==> config.mk <==
export PLATFORM = sky130hd
export DESIGN_NAME = fxmac_datapath
export DESIGN_NICKNAME = d
export VERILOG_FILES = /design/src/rtl/fxmac_pkg.sv /design/src/rtl/fxmac_mult.sv /design/src/rtl/fxmac_alu.sv /design/src/rtl/fxmac_cond.sv /design/src/rtl/fxmac_datapath.sv
export SDC_FILE = /design/constraint.sdc
export NUM_CORES = 1
export LEC_CHECK = 0
export BUFFER_PORTS_ARGS = -buffer_cell sky130_fd_sc_hd__buf_2
export CORE_UTILIZATION = 60
export DETAILED_ROUTE_END_ITERATION = 16
export PLACE_DENSITY = 0.83
export SYNTH_ARGS = -nofsm -noshare
export SYNTH_HDL_FRONTEND = slang
export SYNTH_SLANG_ARGS = --single-unit
==> constraint.sdc <==
create_clock -name clk -period 9.55 [get_ports clk]
set_input_delay 0.4775 -clock clk [delete_from_list [all_inputs] [get_ports clk]]
set_output_delay 0.4775 -clock clk [all_outputs]
set_load 0.05 [all_outputs]
==> src/rtl/fxmac_pkg.sv <==
package fxmac_pkg;

  typedef enum logic [3:0] {
    OP_NOP  = 4'd0,
    OP_LDH  = 4'd1,
    OP_LDF  = 4'd2,
    OP_SUB  = 4'd3,
    OP_CMP  = 4'd4,
    OP_ADD  = 4'd5,
    OP_AND  = 4'd6,
    OP_OR   = 4'd7,
    OP_XOR  = 4'd8,
    OP_MLD  = 4'd9,
    OP_MPYA = 4'd10,
    OP_MPYS = 4'd11,
    OP_MOD  = 4'd12
  } fx_op_e;

  typedef enum logic [1:0] {
    CND_ALWAYS = 2'd0,
    CND_ZERO   = 2'd1,
    CND_NEG    = 2'd2,
    CND_NEVER  = 2'd3
  } fx_cond_e;

  localparam logic [1:0] SRC_DATA = 2'b00;
  localparam logic [1:0] SRC_PROD = 2'b01;
  localparam logic [1:0] SRC_ACC  = 2'b10;

  localparam logic [1:0] MOD_ASR = 2'd0;
  localparam logic [1:0] MOD_SHL = 2'd1;
  localparam logic [1:0] MOD_NEG = 2'd2;
  localparam logic [1:0] MOD_ABS = 2'd3;

  // index of each flag inside the 4-bit flag register
  localparam int FLG_L = 0;
  localparam int FLG_Z = 1;
  localparam int FLG_V = 2;
  localparam int FLG_N = 3;

endpackage

==> src/rtl/fxmac_mult.sv <==
module fxmac_mult #(
  parameter int DW = 16,
  localparam int AW = 2 * DW
) (
  input  logic [DW-1:0] opa,
  input  logic [DW-1:0] opb,
  output logic [AW-1:0] prod
);

  // signed product, doubled for the fractional format
  function automatic logic [AW-1:0] frac_mul(input logic [DW-1:0] a, input logic [DW-1:0] b);
    logic signed [AW-1:0] full;
    full = AW'($signed(a)) * AW'($signed(b));
    return {full[AW-2:0], 1'b0};
  endfunction

  assign prod = frac_mul(opa, opb);

endmodule

==> src/rtl/fxmac_alu.sv <==
module fxmac_alu
  import fxmac_pkg::*;
#(
  parameter int DW = 16,
  localparam int AW = 2 * DW
) (
  input  fx_op_e        code,
  input  logic [1:0]    src,
  input  logic [DW-1:0] data,
  input  logic [AW-1:0] acc,
  input  logic [AW-1:0] prod,
  output logic [AW-1:0] acc_nxt,
  output logic [AW-1:0] flag_res,
  output logic          acc_we,
  output logic          mul_we,
  output logic          zn_we,
  output logic          lv_clr
);

  function automatic logic [AW-1:0] align_hi(input logic [DW-1:0] d);
    return {d, {DW{1'b0}}};
  endfunction

  function automatic logic [AW-1:0] modify(input logic [AW-1:0] a, input logic [1:0] m);
    case (m)
      MOD_ASR: return {a[AW-1], a[AW-1:1]};
      MOD_SHL: return {a[AW-2:0], 1'b0};
      MOD_NEG: return (~a) + AW'(1);
      default: return a[AW-1] ? ((~a) + AW'(1)) : a;
    endcase
  endfunction

  function automatic logic [AW-1:0] bitwise(input fx_op_e k, input logic [AW-1:0] a,
                                            input logic [AW-1:0] b, input logic hi_only);
    logic [AW-1:0] r;
    case (k)
      OP_AND:  r = a & b;
      OP_OR:   r = a | b;
      default: r = a ^ b;
    endcase
    if (hi_only) r[DW-1:0] = a[DW-1:0];
    return r;
  endfunction

  logic          src16;
  logic [AW-1:0] opnd;

  assign src16 = (src == SRC_DATA) || (src == 2'b11);

  always_comb begin
    if (src == SRC_PROD)     opnd = prod;
    else if (src == SRC_ACC) opnd = acc;
    else                     opnd = align_hi(data);
  end

  always_comb begin
    acc_nxt  = acc;
    flag_res = acc;
    acc_we   = 1'b0;
    mul_we   = 1'b0;
    zn_we    = 1'b0;
    lv_clr   = 1'b0;
    case (code)
      OP_LDH: begin
        acc_nxt = {data, acc[DW-1:0]};
        acc_we  = 1'b1;
      end
      OP_LDF: begin
        acc_nxt = opnd;
        acc_we  = 1'b1;
      end
      OP_SUB, OP_ADD: begin
        acc_nxt  = (code == OP_ADD) ? (acc + opnd) : (acc - opnd);
        flag_res = acc_nxt;
        acc_we   = 1'b1;
        zn_we    = 1'b1;
        lv_clr   = 1'b1;
      end
      OP_CMP: begin
        flag_res = acc - opnd;
        zn_we    = 1'b1;
        lv_clr   = 1'b1;
      end
      OP_AND, OP_OR, OP_XOR: begin
        acc_nxt  = bitwise(code, acc, opnd, src16);
        flag_res = acc_nxt;
        acc_we   = 1'b1;
        zn_we    = 1'b1;
      end
      OP_MLD: begin
        acc_nxt = '0;
        acc_we  = 1'b1;
        mul_we  = 1'b1;
      end
      OP_MPYA, OP_MPYS: begin
        acc_nxt = (code == OP_MPYA) ? (acc + prod) : (acc - prod);
        acc_we  = 1'b1;
        mul_we  = 1'b1;
      end
      OP_MOD: begin
        acc_nxt  = modify(acc, src);
        flag_res = acc_nxt;
        acc_we   = 1'b1;
        zn_we    = 1'b1;
        lv_clr   = 1'b1;
      end
      default: ;
    endcase
  end

endmodule

==> src/rtl/fxmac_cond.sv <==
module fxmac_cond
  import fxmac_pkg::*;
(
  input  logic [1:0] sel,
  input  logic       pol,
  input  logic       flag_z,
  input  logic       flag_n,
  output logic       hit
);

  always_comb begin
    case (fx_cond_e'(sel))
      CND_ALWAYS: hit = 1'b1;
      CND_ZERO:   hit = (flag_z == pol);
      CND_NEG:    hit = (flag_n == pol);
      default:    hit = 1'b0;
    endcase
  end

endmodule

==> src/rtl/fxmac_datapath.sv <==
module fxmac_datapath
  import fxmac_pkg::*;
#(
  parameter int DW = 16,
  localparam int AW = 2 * DW
) (
  input  logic          clk,
  input  logic          rst_n,
  input  logic          op_valid,
  input  logic [3:0]    op_code,
  input  logic [1:0]    op_src,
  input  logic [DW-1:0] op_data,
  input  logic [DW-1:0] mul_x,
  input  logic [DW-1:0] mul_y,
  input  logic [1:0]    cond_sel,
  input  logic          cond_pol,
  output logic [AW-1:0] acc_out,
  output logic [AW-1:0] prod_out,
  output logic [DW-1:0] status_out,
  output logic          cond_true
);

  logic [AW-1:0] acc_q;
  logic [DW-1:0] x_q, y_q;
  logic [3:0]    flg_q;
  logic [AW-1:0] prod_w, acc_nxt, flag_res;
  logic          acc_we, mul_we, zn_we, lv_clr;

  // named events for the checker
  logic acc_load, opnd_load, zn_load, lv_wipe;
  assign acc_load  = op_valid & acc_we;
  assign opnd_load = op_valid & mul_we;
  assign zn_load   = op_valid & zn_we;
  assign lv_wipe   = op_valid & lv_clr;

  fxmac_mult #(.DW(DW)) u_mult (
    .opa (x_q),
    .opb (y_q),
    .prod(prod_w)
  );

  fxmac_alu #(.DW(DW)) u_alu (
    .code    (fx_op_e'(op_code)),
    .src     (op_src),
    .data    (op_data),
    .acc     (acc_q),
    .prod    (prod_w),
    .acc_nxt (acc_nxt),
    .flag_res(flag_res),
    .acc_we  (acc_we),
    .mul_we  (mul_we),
    .zn_we   (zn_we),
    .lv_clr  (lv_clr)
  );

  fxmac_cond u_cond (
    .sel   (cond_sel),
    .pol   (cond_pol),
    .flag_z(flg_q[FLG_Z]),
    .flag_n(flg_q[FLG_N]),
    .hit   (cond_true)
  );

  always_ff @(posedge clk or negedge rst_n) begin
    if (!rst_n) begin
      acc_q <= '0;
      x_q   <= '0;
      y_q   <= '0;
      flg_q <= '0;
    end else begin
      if (acc_load) acc_q <= acc_nxt;
      if (opnd_load) begin
        x_q <= mul_x;
        y_q <= mul_y;
      end
      if (zn_load) begin
        flg_q[FLG_Z] <= ~|flag_res;
        flg_q[FLG_N] <= flag_res[AW-1];
      end
      if (lv_wipe) begin
        flg_q[FLG_L] <= 1'b0;
        flg_q[FLG_V] <= 1'b0;
      end
    end
  end

  assign acc_out    = acc_q;
  assign prod_out   = prod_w;
  assign status_out = {flg_q[FLG_N], flg_q[FLG_V], flg_q[FLG_Z], flg_q[FLG_L], {(DW-4){1'b0}}};

endmodule

==> key figures, run 1 <==
Status
  – Status: completed

Logic synthesis
  – Ys Warns: 0
  – Mean Syn Cell Area: roughly 7.8 µm²
  – Seq/Total Area, Yosys: 0.0706
  – Top cell type by total area after synthesis: fa_1
  – EDFF count, synth: 0
  – #FFs+latches synth: 66
  – Async S/R FF share, synth: 1.00
  – Post-synth top area share: 0.222
  – Main synth FF type: dfrtp_1
  – Mapped Cells: 3012
  – Most frequent cell after synthesis: inv_1
  – Synth unique cells: 105
  – Commonest cells in the netlist: inv_1 (429), nand2_1 (270), fa_1 (259)
  – Synth area leaders: fa_1 (22%), ha_1 (12%), dfrtp_1 (7.1%)
  – Post-Syn Area: between 20000 and 25000 µm²

Floorplan
  – Die W: ~200 µm
  – Die Height: 200 µm
  – Initial Utilization: 0.616
  – Top-level port count: between 100 and 150
  – # rows: 71
  – Full die area: 39800 µm²
  – Core box area: 38000 µm²

Detailed routing
  – Via/cell ratio: between 6 and 7
  – Total routed wirelength: 81300 µm
  – Post-DRT Antenna Nets: 0
  – Drt wl/cell: about 22 µm
  – Drt pass-1 iters: 7
  – First DRT Iteration DRCs: approximately 2700
  – Via Count: between 20000 and 25000
  – DRC violations left: 0

STA
  – WHS: approximately 310 ps
  – Min cycle time layout: between 9000 and 10000 ps
  – Tcrit/Tclk final: 0.977
  – Setup Skew: 11.4 ps
  – Fin. max-slew vios: 0
  – Hold Vio Cnt, Final: 0
  – Worst Max-Slew Pin Slew: about 1200 ps
  – RSZ-0062 raised after global routing: yes
  – Peak Freq: 0.107 GHz
  – Worst setup margin: 220 ps
  – Slew HR: 0.179
  – Setup violators final: 0

Setup path
  – Top cell by count, worst path: fa_1
  – Setup crit end kind: flop
  – Crit start category: flop
  – Crit-path slowest cell: fa_1
  – Worst EP arrival: just under 10000 ps
  – Required @ worst endpoint: a little under 10000 ps
  – Critical path peak fanout: 6
  – Kind of critical path: reg -> reg
  – Crit-path max cell delay: 560 ps

Clock network
  – Bufs on Longest Clock Path: 2
  – CTS tree: yes
  – Hold buffer count at cts: 0
  – Clock sink count: 66
  – Htree depth: 3
  – Clock Latency Late Sink: ~360 ps
  – Clk root buf: clkbuf_16
  – Clk pin slew, worst setup/hold paths: ~60 ps
  – Inserted Clock Buffers: 9

Global route
  – Initial antenna violation count: 3
  – Gr ovfl total: 0
  – Largest net degree at the start of global routing: 67
  – GRT Overall Usage: 0.412
  – Vias in the first global route: 23946
  – First-pass GRT wire length: ~130000 µm

Cells and area
  – Layout cells sized above 1: 0.150
  – Util after Layout: 0.679
  – Layout area overhead: 10.3%
  – Post-layout net count: ~3700
  – Fillers: about 3100

Placed design
  – Detailed-placement wirelength estimate: roughly 64000 µm
  – Worst slack at placement: -481 ps
  – Port bufs: 125
  – Gpl congestion: around 1.0

Job
  – MaxCap Viol Count: 0

Hold path
  – Worst Hold Class: in -> async
[cells in the final DEF (no fill, tap or decap), types with 33 or more instances in the layout]
cell type,Yosys,final
a221oi_1,34,33
nand2_1,270,269
nor3_1,64,59
nand2b_1,34,34
dfrtp_1,66,45
ha_1,216,202
fa_1,259,257
buf_4,17,152
a31oi_1,34,33
mux2_2,33,33
buf_2,8,126
nor2_1,196,193
inv_1,429,427
xnor2_1,105,101
a21oi_1,206,200
nand3_1,41,41
o21ai_0,130,122
and2_1,129,127
[layer usage]
| metal | up-vias | GRT usage | wire, µm |
|---|---|---|---|
| li1 | 10494 | - | - |
| met4 | 0 | 0.262 | 5870 |
| met5 | - | 0 | 0 |
| met2 | 1555 | 0.659 | 37000 |
| met1 | 11407 | 0.511 | 30300 |
| met3 | 420 | 0.0771 | 8030 |
[sequential cells by signal, summed over array words and instances (netlist names)]
| name | flops |
|---|---|
| acc_out | 32 |
| x_q | 16 |
| y_q | 16 |
| flg_q | 2 |
[cells by family (layout without fill, tap and decap cells)]
family          count (synthesis)  count (layout)  share of synthesized area
simple gates                  877             877                      0.184
compound gates                772             772                      0.225
buf+inv                       625             731                      0.103
fa+ha+maj                     475             475                      0.337
xor+xnor                      136             136                     0.0521
flops                          66              66                     0.0706
mux                            60              60                     0.0274
other cells                     1              16                   0.000160
[final timing paths]
| check | startpoint | endpoint | slack [ps] | cells after the start |
|---|---|---|---|---|
| max in group asynchronous | rst_n | x_q[13]$_DFFE_PN0P_ | 8500 | 2 |
| min | rst_n | acc_out[2]$_DFFE_PN0P_ | 310 | 2 |
| max | y_q[4]$_DFFE_PN0P_ | flg_q[1]$_DFFE_PN0P_ | 220 | 32 |
| max reg2reg | y_q[4]$_DFFE_PN0P_ | flg_q[1]$_DFFE_PN0P_ | 220 | 32 |
| min in group clk | mul_y[15] | y_q[15]$_DFFE_PN0P_ | 340 | 3 |
| min reg2reg | flg_q[3]$_DFFE_PN0P_ | flg_q[3]$_DFFE_PN0P_ | 550 | 1 |
[critical path, delay by kind of cell (launching register included)]
| family | cells | cell delay, ps |
|---|---|---|
| fa+ha+maj | 8 | 3720 |
| compound gates | 8 | 2320 |
| buf+inv | 5 | 400 |
| flops | 1 | 460 |
| simple gates | 11 | 2380 |
[layout make-up]
cell class	instances	area, µm²	area share
clock buffers	10	229	0.00887
inverters	437	1640	0.0635
diodes	1	2.50	0.0000969
flip-flops and latches	66	1680	0.0650
clock inverters	6	67.6	0.00262
repair buffers	278	1770	0.0686
well taps	511	639	0.0248
multi-input cells	2335	19800	0.767
[repair_timing]
| action | 4_1_cts | 5_1_grt |
|---|---|---|
| endpoints found under the setup margin | 4 | 8 |
| pin swaps | 2 | 24 |
| setup buffers | 3 | 11 |
| resized for setup | 21 | 88 |
[metrics by stage]
step	cell area (µm²)	setup TNS (ps)	cells
finish	25800	0	3644
global route	25800	-129	3644
floorplan	23500	0	3026
global placement	25000	-361	3613
CTS	25400	0	3632
detailed placement	25000	-565	3613
Power of run 1 is not shown: default switching activity piles up to over one toggle a cycle in this logic, so the estimate is an artifact.
==> run 2, diff against run 1 <==
==> constraint.sdc (replaced) <==
create_clock -name clk -period 9.55 [get_ports clk]
set_input_delay 2.3875 -clock clk [delete_from_list [all_inputs] [get_ports clk]]
set_output_delay 2.3875 -clock clk [all_outputs]
set_load 0.05 [all_outputs]
==> key figures, run 2 (synthesis results as in run 1) <==
Global route
  – Gr ovfl total: 0 (unchanged)
  – GRT Overall Usage: 0.412 (-0.000556)
  – Vias in the first global route: 23548 (-1.7%)
  – Initial antenna violation count: 1 (-2)
  – Largest net degree at the start of global routing: 67 (unchanged)
  – First-pass GRT wire length: 127000 µm (-1.0%)

Detailed routing
  – First DRT Iteration DRCs: 2456 (-8.4%)
  – Drt wl/cell: 22.3 µm (-0.11%)
  – DRC violations left: 0 (unchanged)
  – Post-DRT Antenna Nets: 0 (unchanged)
  – Drt pass-1 iters: 6 (-1)
  – Via/cell ratio: 6.49 (-0.98%)
  – Total routed wirelength: 81400 µm (+0.17%)
  – Via Count: 23708 (-0.70%)

STA
  – Hold Vio Cnt, Final: 0 (unchanged)
  – RSZ-0062 raised after global routing: yes
  – Tcrit/Tclk final: 0.980 (+0.00332)
  – Min cycle time layout: 9360 ps (+31.7 ps)
  – Slew HR: 0.360 (+0.180)
  – Setup Total Neg Slack: 0 ps (unchanged)
  – Worst Max-Slew Pin Slew: 936 ps (-295 ps)
  – Setup violators final: 0 (unchanged)
  – Peak Freq: 0.107 GHz (-0.34%)
  – Setup Skew: 10.8 ps (-0.680 ps)
  – Worst setup margin: 188 ps (-31.7 ps)
  – Fin. max-slew vios: 0 (unchanged)

Clock network
  – Htree depth: 3 (unchanged)
  – Clk root buf: clkbuf_16
  – Clock Latency Late Sink: 360 ps (about the same)
  – Clock sink count: 66 (unchanged)
  – Hold buffer count at cts: 0 (unchanged)
  – Clk pin slew, worst setup/hold paths: 70 ps (about the same)
  – Bufs on Longest Clock Path: 2 (unchanged)
  – CTS tree: yes
  – Inserted Clock Buffers: 9 (unchanged)

Setup path
  – WP depth: 33 (+3.1%)
  – Buf/Inv on CP: 6 (+1)
  – Required @ worst endpoint: 9850 ps (about the same)
  – Crit-path slowest cell: fa_1
  – Reg2Reg Depth: 33 (+3.1%)
  – Kind of critical path: reg -> reg
  – Critical path peak fanout: 11 (+5)
  – Crit start category: flop
  – Worst EP arrival: 9660 ps (+40 ps)
  – Crit-path max cell delay: 570 ps (about the same)
  – Setup crit end kind: flop
  – CP top delay family: adder cells

Floorplan
  – # rows: 71 (unchanged)
  – Die Height: 200 µm (unchanged)
  – Die W: 200 µm (unchanged)
  – Full die area: 39800 µm² (unchanged)
  – Initial Utilization: 0.616 (unchanged)
  – Core box area: 38000 µm² (unchanged)
  – Top-level port count: 141 (unchanged)

Hold path
  – Worst Hold Class: reg -> reg
  – Hold Path Stages: 2

Placed design
  – Gpl congestion: 1.02 (-2.4%)
  – Detailed-placement wirelength estimate: 65200 µm (+1.4%)
  – Worst slack at placement: -425 ps (+55.6 ps)
  – Post-DP Area: 25100 µm² (+0.33%)
  – Port bufs: 125 (unchanged)
  – Cells after DPL: 3624 (+0.30%)

Cells and area
  – Fin cells: 3654 (+0.27%)
  – Layout area overhead: 10.1%
  – Layout cells sized above 1: 0.148 (-0.00175)
  – Post-layout net count: 3672 (+0.27%)
  – Max FFs per register: 32 (unchanged)
  – Commonest cells after routing, fill and taps aside: inv_1 (428), nand2_1 (270), fa_1 (257), ha_1 (204), a21oi_1 (201)
  – Post-Layout Inst Area: 25800 µm² (-0.18%)
  – Most common cell after layout, fill and taps aside: inv_1

Status
  – Status: completed

Job
  – MaxCap Viol Count: 0 (unchanged)
-- run 2: path summary, 6_finish.rpt --
path / endpoint / from / slack [ps]
setup / recovery: flg_q[1]$_DFFE_PN0P_ / x_q[3]$_DFFE_PN0P_ / 190
hold / removal: flg_q[1]$_DFFE_PN0P_ / flg_q[1]$_DFFE_PN0P_ / 600
setup reg to reg: flg_q[1]$_DFFE_PN0P_ / x_q[3]$_DFFE_PN0P_ / 190
hold reg to reg: flg_q[1]$_DFFE_PN0P_ / flg_q[1]$_DFFE_PN0P_ / 600
max in group asynchronous: x_q[14]$_DFFE_PN0P_ / rst_n / 6620
min in group asynchronous: acc_out[0]$_DFFE_PN0P_ / rst_n / 2240
-- run 2: final cells by class --
type,instances,area [µm²]
Sequential cell,66,1670
Fill cell,3095,12200
Clock inverter,7,60.1
Timing Repair Buffer,288,1850
Antenna cell,1,2.50
Clock buffer,9,225
Inverter,437,1640
Multi-Input combinational cell,2335,19700
Tap cell,511,639
-- run 2: layer usage --
layer	wire [µm]	GRT usage
met4	5340	0.243
met2	37300	0.665
met3	8080	0.0689
met5	0	0
met1	30700	0.518
-- run 2: stage by stage --
step	utilization	hold slack [ps]
after floorplan	-	477
after global placement	0.660	564
after detailed placement	0.660	570
after CTS	0.669	586
after global routing	0.678	612
final	0.678	597
-- run 2: tightest hold or removal path, cell delays in order, from the launching register on --
cell and delay (ps):
dfrtp_1 430, nand2_1 70, o21ai_1 70
-- run 2: repair_timing --
action	in CTS	in global routing
resized for setup	10	79
endpoints found under the setup margin	3	9
pin swaps	0	12
buffers inserted	0	13
Power of run 2 is left out for the same reason.
